**src/rtl/irq_rst_pkg.sv**
```systemverilog
`timescale 1ns/1ps
package irq_rst_pkg;
  typedef enum logic [1:0] {
    SEQ_INIT = 2'd0,
    SEQ_SP   = 2'd1,
    SEQ_PC   = 2'd2,
    SEQ_RUN  = 2'd3
  } seq_state_e;
endpackage

```
**src/rtl/irq_prio_unit.sv**
```systemverilog
`timescale 1ns/1ps
module irq_prio_unit #(
  parameter int LVL_W = 3
) (
  input  logic             clk_i,
  input  logic             rst_ni,
  input  logic             en_i,
  input  logic [LVL_W-1:0] ipl_i,
  input  logic [LVL_W-1:0] mask_i,
  input  logic             ack_i,
  output logic             req_o,
  output logic [LVL_W-1:0] lvl_o,
  output logic             ack_stb_o,
  output logic [LVL_W-1:0] ack_lvl_o
);
  localparam logic [LVL_W-1:0] NMI_LVL = '1;

  logic [LVL_W-1:0] ipl_q;
  logic             nmi_pend_q;
  logic             ack_stb_q;
  logic [LVL_W-1:0] ack_lvl_q;
  logic             nmi_edge;
  logic             lvl_hit;
  logic             take;

  assign nmi_edge = (ipl_i == NMI_LVL) && (ipl_q != NMI_LVL);
  assign lvl_hit  = ipl_i > mask_i;
  assign req_o    = en_i && (nmi_pend_q || lvl_hit);
  assign lvl_o    = nmi_pend_q ? NMI_LVL : ipl_i;
  assign take     = req_o && ack_i;

  always_ff @(posedge clk_i or negedge rst_ni) begin
    if (!rst_ni) begin
      ipl_q      <= '0;
      nmi_pend_q <= 1'b0;
      ack_stb_q  <= 1'b0;
      ack_lvl_q  <= '0;
    end else begin
      ipl_q     <= ipl_i;
      ack_stb_q <= take;
      if (take) ack_lvl_q <= lvl_o;
      // a fresh edge wins over an acknowledge in the same cycle
      if (nmi_edge) nmi_pend_q <= 1'b1;
      else if (take && (lvl_o == NMI_LVL)) nmi_pend_q <= 1'b0;
    end
  end

  assign ack_stb_o = ack_stb_q;
  assign ack_lvl_o = ack_lvl_q;


  nmi_edge_chk: assert property (@(posedge clk_i) disable iff (!rst_ni)
    nmi_edge |=> (!en_i || (req_o && lvl_o == NMI_LVL)));


  nmi_hold_chk: assert property (@(posedge clk_i) disable iff (!rst_ni)
    (nmi_pend_q && !take) |=> nmi_pend_q);


  ack_mask_chk: assert property (@(posedge clk_i) disable iff (!rst_ni)
    take |=> (ack_stb_o && ack_lvl_o == $past(lvl_o)));
endmodule

```
**src/rtl/rst_vec_seq.sv**
```systemverilog
`timescale 1ns/1ps
module rst_vec_seq
  import irq_rst_pkg::*;
#(
  parameter int                DATA_W   = 32,
  parameter int                ADDR_W   = 32,
  parameter logic [ADDR_W-1:0] VEC_BASE = '0
) (
  input  logic              clk_i,
  input  logic              rst_ni,
  input  logic              halted_i,
  input  logic              rd_ack_i,
  input  logic [DATA_W-1:0] rd_data_i,
  output logic              init_o,
  output logic              busy_o,
  output logic              rd_req_o,
  output logic [ADDR_W-1:0] rd_addr_o,
  output logic [DATA_W-1:0] sp_o,
  output logic [DATA_W-1:0] pc_o
);
  localparam logic [ADDR_W-1:0] STEP    = ADDR_W'(DATA_W / 8);
  localparam logic [ADDR_W-1:0] PC_ADDR = VEC_BASE + STEP;

  seq_state_e        state_q;
  logic [DATA_W-1:0] sp_q, pc_q;
  logic              got;

  assign init_o    = (state_q == SEQ_INIT);
  assign busy_o    = (state_q != SEQ_RUN);
  assign rd_req_o  = !halted_i && ((state_q == SEQ_SP) || (state_q == SEQ_PC));
  assign rd_addr_o = (state_q == SEQ_PC) ? PC_ADDR : VEC_BASE;
  assign got       = rd_req_o && rd_ack_i;

  always_ff @(posedge clk_i or negedge rst_ni) begin
    if (!rst_ni) begin
      state_q <= SEQ_INIT;
      sp_q    <= '0;
      pc_q    <= '0;
    end else if (!halted_i) begin
      unique case (state_q)
        SEQ_INIT: state_q <= SEQ_SP;
        SEQ_SP: if (got) begin
          sp_q    <= rd_data_i;
          state_q <= SEQ_PC;
        end
        SEQ_PC: if (got) begin
          pc_q    <= rd_data_i;
          state_q <= SEQ_RUN;
        end
        default: state_q <= SEQ_RUN;
      endcase
    end
  end

  assign sp_o = sp_q;
  assign pc_o = pc_q;


  rd_hold_chk: assert property (@(posedge clk_i) disable iff (!rst_ni)
    (rd_req_o && !rd_ack_i) |=> (halted_i || (rd_req_o && $stable(rd_addr_o))));


  busy_rel_chk: assert property (@(posedge clk_i) disable iff (!rst_ni)
    $fell(busy_o) |-> $past(rd_ack_i && rd_req_o && rd_addr_o == PC_ADDR));


  pc_after_sp_chk: assert property (@(posedge clk_i) disable iff (!rst_ni)
    (rd_req_o && rd_addr_o == VEC_BASE && rd_ack_i) |=> (halted_i || rd_addr_o == PC_ADDR));
endmodule

```
**src/rtl/stop_ctl.sv**
```systemverilog
`timescale 1ns/1ps
module stop_ctl (
  input  logic clk_i,
  input  logic rst_ni,
  input  logic halt_i,
  output logic halted_o
);
  logic halted_q;

  always_ff @(posedge clk_i or negedge rst_ni) begin
    if (!rst_ni)     halted_q <= 1'b0;
    else if (halt_i) halted_q <= 1'b1;
  end

  assign halted_o = halted_q;


  halt_set_chk: assert property (@(posedge clk_i) disable iff (!rst_ni)
    halt_i |=> halted_o);


  halt_stick_chk: assert property (@(posedge clk_i) disable iff (!rst_ni)
    halted_o |=> halted_o);
endmodule

```
**src/rtl/irq_rst_seq.sv**
```systemverilog
`timescale 1ns/1ps
module irq_rst_seq #(
  parameter int                LVL_W    = 3,
  parameter int                SR_W     = 16,
  parameter int                MASK_LSB = 8,
  parameter int                DATA_W   = 32,
  parameter int                ADDR_W   = 32,
  parameter logic [ADDR_W-1:0] VEC_BASE = '0
) (
  input  logic              clk_i,
  input  logic              rst_ni,
  input  logic [LVL_W-1:0]  ipl_i,
  input  logic [SR_W-1:0]   sr_i,
  input  logic              irq_ack_i,
  input  logic              halt_i,
  input  logic              rd_ack_i,
  input  logic [DATA_W-1:0] rd_data_i,
  output logic              irq_req_o,
  output logic [LVL_W-1:0]  irq_lvl_o,
  output logic              mask_wr_o,
  output logic [LVL_W-1:0]  mask_o,
  output logic              mode_force_o,
  output logic              rd_req_o,
  output logic [ADDR_W-1:0] rd_addr_o,
  output logic [DATA_W-1:0] sp_o,
  output logic [DATA_W-1:0] pc_o,
  output logic              busy_o,
  output logic              fetch_en_o,
  output logic              halted_o
);
  localparam logic [LVL_W-1:0] MASK_TOP = '1;

  logic [LVL_W-1:0] cur_mask;
  logic             unused_sr;
  logic             init;
  logic             ack_stb;
  logic [LVL_W-1:0] ack_lvl;

  assign cur_mask  = sr_i[MASK_LSB +: LVL_W];
  assign unused_sr = ^{sr_i[SR_W-1:MASK_LSB+LVL_W], sr_i[MASK_LSB-1:0]};

  stop_ctl u_stop (
    .clk_i    (clk_i),
    .rst_ni   (rst_ni),
    .halt_i   (halt_i),
    .halted_o (halted_o)
  );

  rst_vec_seq #(
    .DATA_W   (DATA_W),
    .ADDR_W   (ADDR_W),
    .VEC_BASE (VEC_BASE)
  ) u_seq (
    .clk_i     (clk_i),
    .rst_ni    (rst_ni),
    .halted_i  (halted_o),
    .rd_ack_i  (rd_ack_i),
    .rd_data_i (rd_data_i),
    .init_o    (init),
    .busy_o    (busy_o),
    .rd_req_o  (rd_req_o),
    .rd_addr_o (rd_addr_o),
    .sp_o      (sp_o),
    .pc_o      (pc_o)
  );

  assign fetch_en_o = !busy_o && !halted_o;

  irq_prio_unit #(
    .LVL_W (LVL_W)
  ) u_prio (
    .clk_i     (clk_i),
    .rst_ni    (rst_ni),
    .en_i      (fetch_en_o),
    .ipl_i     (ipl_i),
    .mask_i    (cur_mask),
    .ack_i     (irq_ack_i),
    .req_o     (irq_req_o),
    .lvl_o     (irq_lvl_o),
    .ack_stb_o (ack_stb),
    .ack_lvl_o (ack_lvl)
  );

  assign mode_force_o = init;
  assign mask_wr_o    = init || ack_stb;
  assign mask_o       = init ? MASK_TOP : ack_lvl;


  no_irq_busy_chk: assert property (@(posedge clk_i) disable iff (!rst_ni)
    busy_o |-> !irq_req_o);


  halt_quiet_chk: assert property (@(posedge clk_i) disable iff (!rst_ni)
    halted_o |-> (!irq_req_o && !rd_req_o && !fetch_en_o));
endmodule

```
**config.mk**
```make
export PLATFORM = sky130hd
export DESIGN_NAME = irq_rst_seq
export DESIGN_NICKNAME = d
export VERILOG_FILES = /design/src/rtl/irq_rst_pkg.sv /design/src/rtl/irq_prio_unit.sv /design/src/rtl/rst_vec_seq.sv /design/src/rtl/stop_ctl.sv /design/src/rtl/irq_rst_seq.sv
export SDC_FILE = /design/constraint.sdc
export NUM_CORES = 1
export LEC_CHECK = 0
export ABC_AREA = 0
export BUFFER_PORTS_ARGS = -buffer_cell sky130_fd_sc_hd__buf_2
export CAP_MARGIN = 5
export CORE_ASPECT_RATIO = 1.5
export CORE_UTILIZATION = 40
export CTS_CLUSTER_SIZE = 30
export DETAILED_ROUTE_END_ITERATION = 10
export GPL_TIMING_DRIVEN = 0
export PLACE_DENSITY = 0.73
export SETUP_SLACK_MARGIN = 0.2
export SLEW_MARGIN = 20
export SYNTH_ARGS = -nofsm -noshare
export SYNTH_HDL_FRONTEND = slang
export SYNTH_SLANG_ARGS = --single-unit
```
**constraint.sdc**
```tcl
create_clock -name clk_i -period 2.06 [get_ports clk_i]
set_input_delay 0.515 -clock clk_i [delete_from_list [all_inputs] [get_ports clk_i]]
set_output_delay 0.515 -clock clk_i [all_outputs]
set_load 0.01 [all_outputs]
```
Word level (Yosys, flattened, before mapping)
Index checks and enable logic that the tools add are counted.
{"block": "word_totals", "reg_bits": 75, "inputBits": 56, "output_inout_bits": 109, "wordCells": 43}
{"block": "op_classes", "magnitude_cmp": 1, "eq_ne": 8, "n_mux": 8, "bitwise_logic": 1, "n_reduce_logical": 17}
{"operator": "3-bit 2-to-1 mux", "count": 3}
{"operator": "3-bit AND reduction", "count": 3}
{"operator": "1-bit logical AND", "count": 7}
{"operator": "3-bit equality test (second input constant)", "count": 2}
{"operator": "2-bit case mux with 3 select lines", "count": 1}
{"operator": "2-bit 2-to-1 mux", "count": 2}
{"operator": "2-bit by 1-bit inequality test with 1-bit output (second input constant)", "count": 2}
{"operator": "3-bit > comparator", "count": 1}
{"operator": "1-bit logical OR", "count": 3}
{"operator": "3-bit inequality test (second input constant)", "count": 1}
{"operator": "2-bit by 1-bit equality test with 1-bit output (second input constant)", "count": 1}
{"operator": "2-bit equality test (second input constant)", "count": 1}
{"operator": "1-bit logical NOT", "count": 2}
{"operator": "2-bit logical NOT", "count": 1}
{"operator": "1-bit 2-to-1 mux", "count": 2}
{"operator": "2-bit inequality test (second input constant)", "count": 1}
{"operator": "2-bit nonzero test", "count": 1}
{"operator": "1-bit NOT", "count": 1}

Longest topological paths before layout
{"block": "depth", "word_depth": 8, "depth_mapped": 7, "mapped_depth_nobuf": 6}

By module
From an unflattened synthesis, not the netlist that was laid out.
{"block": "unflattened", "hier_cells": 233, "hier_area_um2": 3589.7}
{"mod": "rst_vec_seq", "n_inst": 1, "cells_per_inst": 185, "area_each_um2": 3114.2, "seq_area_each_um2": 1651.6}
{"mod": "irq_prio_unit", "n_inst": 1, "cells_per_inst": 41, "area_each_um2": 415.4, "seq_area_each_um2": 200.2}
{"mod": "stop_ctl", "n_inst": 1, "cells_per_inst": 2, "area_each_um2": 31.3, "seq_area_each_um2": 25.0}
{"mod": "irq_rst_seq", "n_inst": 1, "cells_per_inst": 5, "area_each_um2": 28.8, "seq_area_each_um2": 0.0}

Least setup slack after synthesis
No wires, ideal clock.
{"block": "synth_path", "path_type": "input to output", "startpoint": "input sr_i[10]", "endpoint": "output irq_req_o", "arrival_time_ns": 1.500, "required_time_ns": 1.545, "slack_ns": 0.045, "path_stages": 6, "n_path_buf": 0, "path_cell_list": "inv_1 ha_1 and3b_1 o21ai_1 nor2b_1 nor3_1"}
{"block": "synth_via", "elab_chain_len": 3}
{"element": "start, declared", "line": "irq_rst_seq.sv:13", "source": "input logic [SR_W-1:0] sr_i,"}
{"element": "3-bit > comparator", "line": "irq_prio_unit.sv:27", "source": "assign lvl_hit = ipl_i > mask_i;"}
{"element": "1-bit logical OR", "line": "irq_prio_unit.sv:28", "source": "assign req_o = en_i && (nmi_pend_q || lvl_hit);"}
{"element": "1-bit logical AND", "line": "irq_prio_unit.sv:28"}
{"element": "end, declared", "line": "irq_rst_seq.sv:18", "source": "output logic irq_req_o,"}
Every way passes these cells.

Worst setup path after layout
{"block": "layout_path", "startpoint": "input ipl_i[1]", "endpoint": "output irq_req_o"}
{"block": "layout_via", "elab_chain_len": 3}
{"element": "start, declared", "line": "irq_rst_seq.sv:12", "source": "input logic [LVL_W-1:0] ipl_i,"}
{"element": "3-bit > comparator", "line": "irq_prio_unit.sv:27"}
{"element": "1-bit logical OR", "line": "irq_prio_unit.sv:28"}
{"element": "1-bit logical AND", "line": "irq_prio_unit.sv:28"}
Every way passes these cells.

==> flow_metrics.env <==
export IMPL_synth_top_area_cell="dfrtp_1"
export IMPL_p_switching_w=0.000663
export IMPL_firstDrtPassIters=4
export IMPL_yosys_top_cells_area="dfrtp_1 57%, mux2_2 20%, buf_4 7.0%, ha_1 3.4%, buf_6 2.0%"
export IMPL_die_x_um=76.3
export IMPL_fin_crit_ns=2.10
export IMPL_synth_seq_cells=75
export IMPL_yosysSeqAreaShare_pct=56.7
export IMPL_grt_usage_pct=16.2
export IMPL_regArea_mm2=0.00188
export IMPL_max_freq_mhz=477
export IMPL_skew_ns=0.00554
export IMPL_cp_arrival_ns=1.58
export IMPL_dp_hpwl_mm=4.90
export IMPL_instances_no_fill=523
export IMPL_p_leak_nw=2.94
export IMPL_power_frac_seq_pct=46.0
export IMPL_layout_nets=478
export IMPL_path_clk_slew_ns=0.05
export IMPL_ios=165
export IMPL_hold_violations=0
export IMPL_synth_common_cells="75 x dfrtp_1, 60 x mux2_2, 31 x buf_4"
export IMPL_cts_tree="built"
export IMPL_comb_power_share_pct=6.7
export IMPL_multiInputGateArea_mm2=0.00146
export IMPL_area_growth_syn_to_layout_pct=51.5
export IMPL_syn_area_per_cell_um2=14.0
export IMPL_grt_use_met3_pct=4.96
export IMPL_cts_buffers_inserted=9
export IMPL_wl_per_cell_um=14.2
export IMPL_via_per_inst=4.47
export IMPL_root_buffer="clkbuf_16"
export IMPL_start_util_pct=41.3
export IMPL_insertion_delay_ns=0.33
export IMPL_rows=40
export IMPL_fillers=652
export IMPL_startpoint_type="input port"
export IMPL_synthCells=237
export IMPL_rsz0062_at_grt="true"
export IMPL_worstMarginPinSlew_ns=0.518
export IMPL_grt_pass1_wl_mm=10.8
export IMPL_vias=2340
export IMPL_ys_flop_type="dfrtp_1"
export IMPL_swShare_pct=20.6
export IMPL_p_int_w=0.00256
export IMPL_drive_gt1_share_pct=65.6
export IMPL_grt_pass1_vias=2254
export IMPL_gp_congestion=0.690
export IMPL_yosys_area_top_type_share_pct=56.7
export IMPL_clockBufferDepth=2
export IMPL_yosysMostFrequentCell="dfrtp_1"
export IMPL_grtUsageMet1_pct=18.0
export IMPL_yosys_warnings=0
export IMPL_initialDrtViolationCount=82
export IMPL_reg2reg_depth=8
export IMPL_grt_max_degree=40
export IMPL_outcome="finished with violations"
export IMPL_setup_ws_ns=-0.0360
export IMPL_dp_worst_setup_slack_ns=-0.241
export IMPL_synth_edf_count=0
export IMPL_grt_overflow=0
export IMPL_fp_coreArea_mm2=0.00801
export IMPL_critPathKind="in -> out"
export IMPL_routed_wl_mm=7.44
export IMPL_top_usage_layer="met2"
export IMPL_synthDistinctLibCells=26
export IMPL_route_detailed_drc=0
export IMPL_slew_viol_final=0
export IMPL_maxCapViolations=0
export IMPL_setup_viol=1
export IMPL_antenna_found_initial=0
export IMPL_violations="negative setup slack"
export IMPL_ant_nets=0
export IMPL_ir_drop_v=0.000411
export IMPL_critical_path_endpoint_type="output port"
export IMPL_postSynth_asyncResetShare_pct=100
export IMPL_placed_cells=493
export IMPL_relSlewSlack_pct=65.5
export IMPL_fin_crit_sh_pct=102
export IMPL_hold_buffers=0
export IMPL_cts_sinks=75
export IMPL_cp_required_ns=1.54
export IMPL_use_met2_pct=28.5
export IMPL_syn_area_mm2=0.00331
export IMPL_clkPwrFrac_pct=47.3
export IMPL_portBuffers=120
export IMPL_timing_hold_ws_ns=0.155
export IMPL_critPathMaxFanout=2
export IMPL_hold_path_class="in -> async"
export IMPL_design_die_area_mm2=0.00865
export IMPL_die_h_um=113
export IMPL_power_density_mw_per_mm2=642
export IMPL_antennaDiodeCount=0
export IMPL_h_tree_depth=3
[cell families (layout without fill, tap and decap cells)]
| family | Yosys count | count (layout) | synth area share, % |
|---|---|---|---|
| other | 1 | 31 | 0.113 |
| adders and majority gates | 9 | 9 | 3.40 |
| buffers and inverters | 47 | 198 | 10.2 |
| and+or+nand+nor | 33 | 33 | 5.44 |
| muxes | 66 | 66 | 22.8 |
| AOI/OAI and AO/OA | 6 | 6 | 1.32 |
| DFF | 75 | 75 | 56.7 |
[per-stage QoR]
stage                     TNS [ns]  utilization, %  instance area [um2]  total power (W)
after floorplan                  0               -                 3480          0.00160
final                      -0.0360            62.6                 5010          0.00322
after CTS                  -0.0674            58.7                 4700          0.00325
after global placement      -0.235            52.6                 4220          0.00168
after detailed placement    -0.241            52.9                 4240          0.00169
after global routing       -0.0606            62.6                 5010          0.00335
[worst max-delay path: stages]
cell	delay (ns)
buf_8	0.10
ha_4	0.22
and3b_2	0.22
o21ai_4	0.14
nor2b_4	0.20
nor3_4	0.04
buf_2	0.14
[state kept, by name, summed over array words and instances (netlist names)]
register,flops
u_seq.pc_o,32
u_seq.sp_o,32
u_prio.ack_lvl_o,3
u_prio.ipl_q,3
u_seq.state_q,2
u_prio.ack_stb_o,1
u_prio.nmi_pend_q,1
u_stop.halted_o,1
[final timing paths]
| check | from | to | slack, ns |
|---|---|---|---|
| setup / recovery | ipl_i[1] | irq_req_o | -0.04 |
| hold / removal | rst_ni | u_seq.pc_o[17]$_DFFE_PN0P_ | 0.16 |
| setup reg to reg | u_seq.state_q[0]$_DFFE_PN0P_ | u_seq.pc_o[15]$_DFFE_PN0P_ | 0.18 |
| hold reg to reg | u_seq.sp_o[21]$_DFFE_PN0P_ | u_seq.sp_o[21]$_DFFE_PN0P_ | 0.50 |
| max in group asynchronous | rst_ni | u_seq.pc_o[6]$_DFFE_PN0P_ | 1.33 |
| min in group clk_i | ipl_i[0] | u_prio.ipl_q[0]$_DFF_PN0_ | 0.34 |
[cells in the final DEF, fill, tap and decap left out, drive strengths merged]
cell / synthesis / layout
dfrtp: 75 / 75
a21o: 1 / 1
ha: 9 / 9
a221oi: 3 / 3
nor3: 1 / 1
and3b: 1 / 1
or2: 5 / 5
bufinv: 0 / 1
a21oi: 1 / 1
nand3: 2 / 2
mux2: 64 / 64
o21ai: 1 / 1
conb: 1 / 31
buf: 37 / 169
nand2: 5 / 5
nor2: 13 / 13
nor2b: 3 / 3
and2: 2 / 2
inv: 9 / 9
mux2i: 2 / 2
clkbuf: 1 / 18
clkinv: 0 / 1
nand4: 1 / 1
[final cells by class]
| type | count | area share (%) |
|---|---|---|
| Buffer | 38 | 7.04 |
| Clock buffer | 14 | 5.06 |
| Clock inverter | 2 | 0.699 |
| Inverter | 9 | 1.07 |
| Multi-Input combinational cell | 145 | 29.1 |
| Sequential cell | 75 | 37.4 |
| Tap cell | 105 | 2.62 |
| Timing Repair Buffer | 135 | 17.0 |
[power by group through the flow]
| stage | logic (W) | clock network, W | registers [W] |
|---|---|---|---|
| 5_1_grt | 0.000238 | 0.00163 | 0.00148 |
| 2_1_floorplan | 0.0000951 | 0 | 0.00151 |
| 4_1_cts | 0.000212 | 0.00156 | 0.00148 |
| 3_3_place_gp | 0.000178 | 0 | 0.00151 |
| 6_report | 0.000216 | 0.00152 | 0.00148 |
| 3_5_place_dp | 0.000188 | 0 | 0.00151 |
[layer usage]
metal / share of wire [%] / wire, um
met1: 39 / 2870
met2: 53 / 3960
met3: 6.1 / 455
met4: 2.0 / 148
met5: 0 / 0
[repair_timing]
action,CTS,global route
gates cloned,0,3
gates resized for setup,28,55
pin swaps,7,4
buffers inserted,8,3
setup endpoints to repair,67,66
Note: power is estimated with default switching activity, not from simulation.
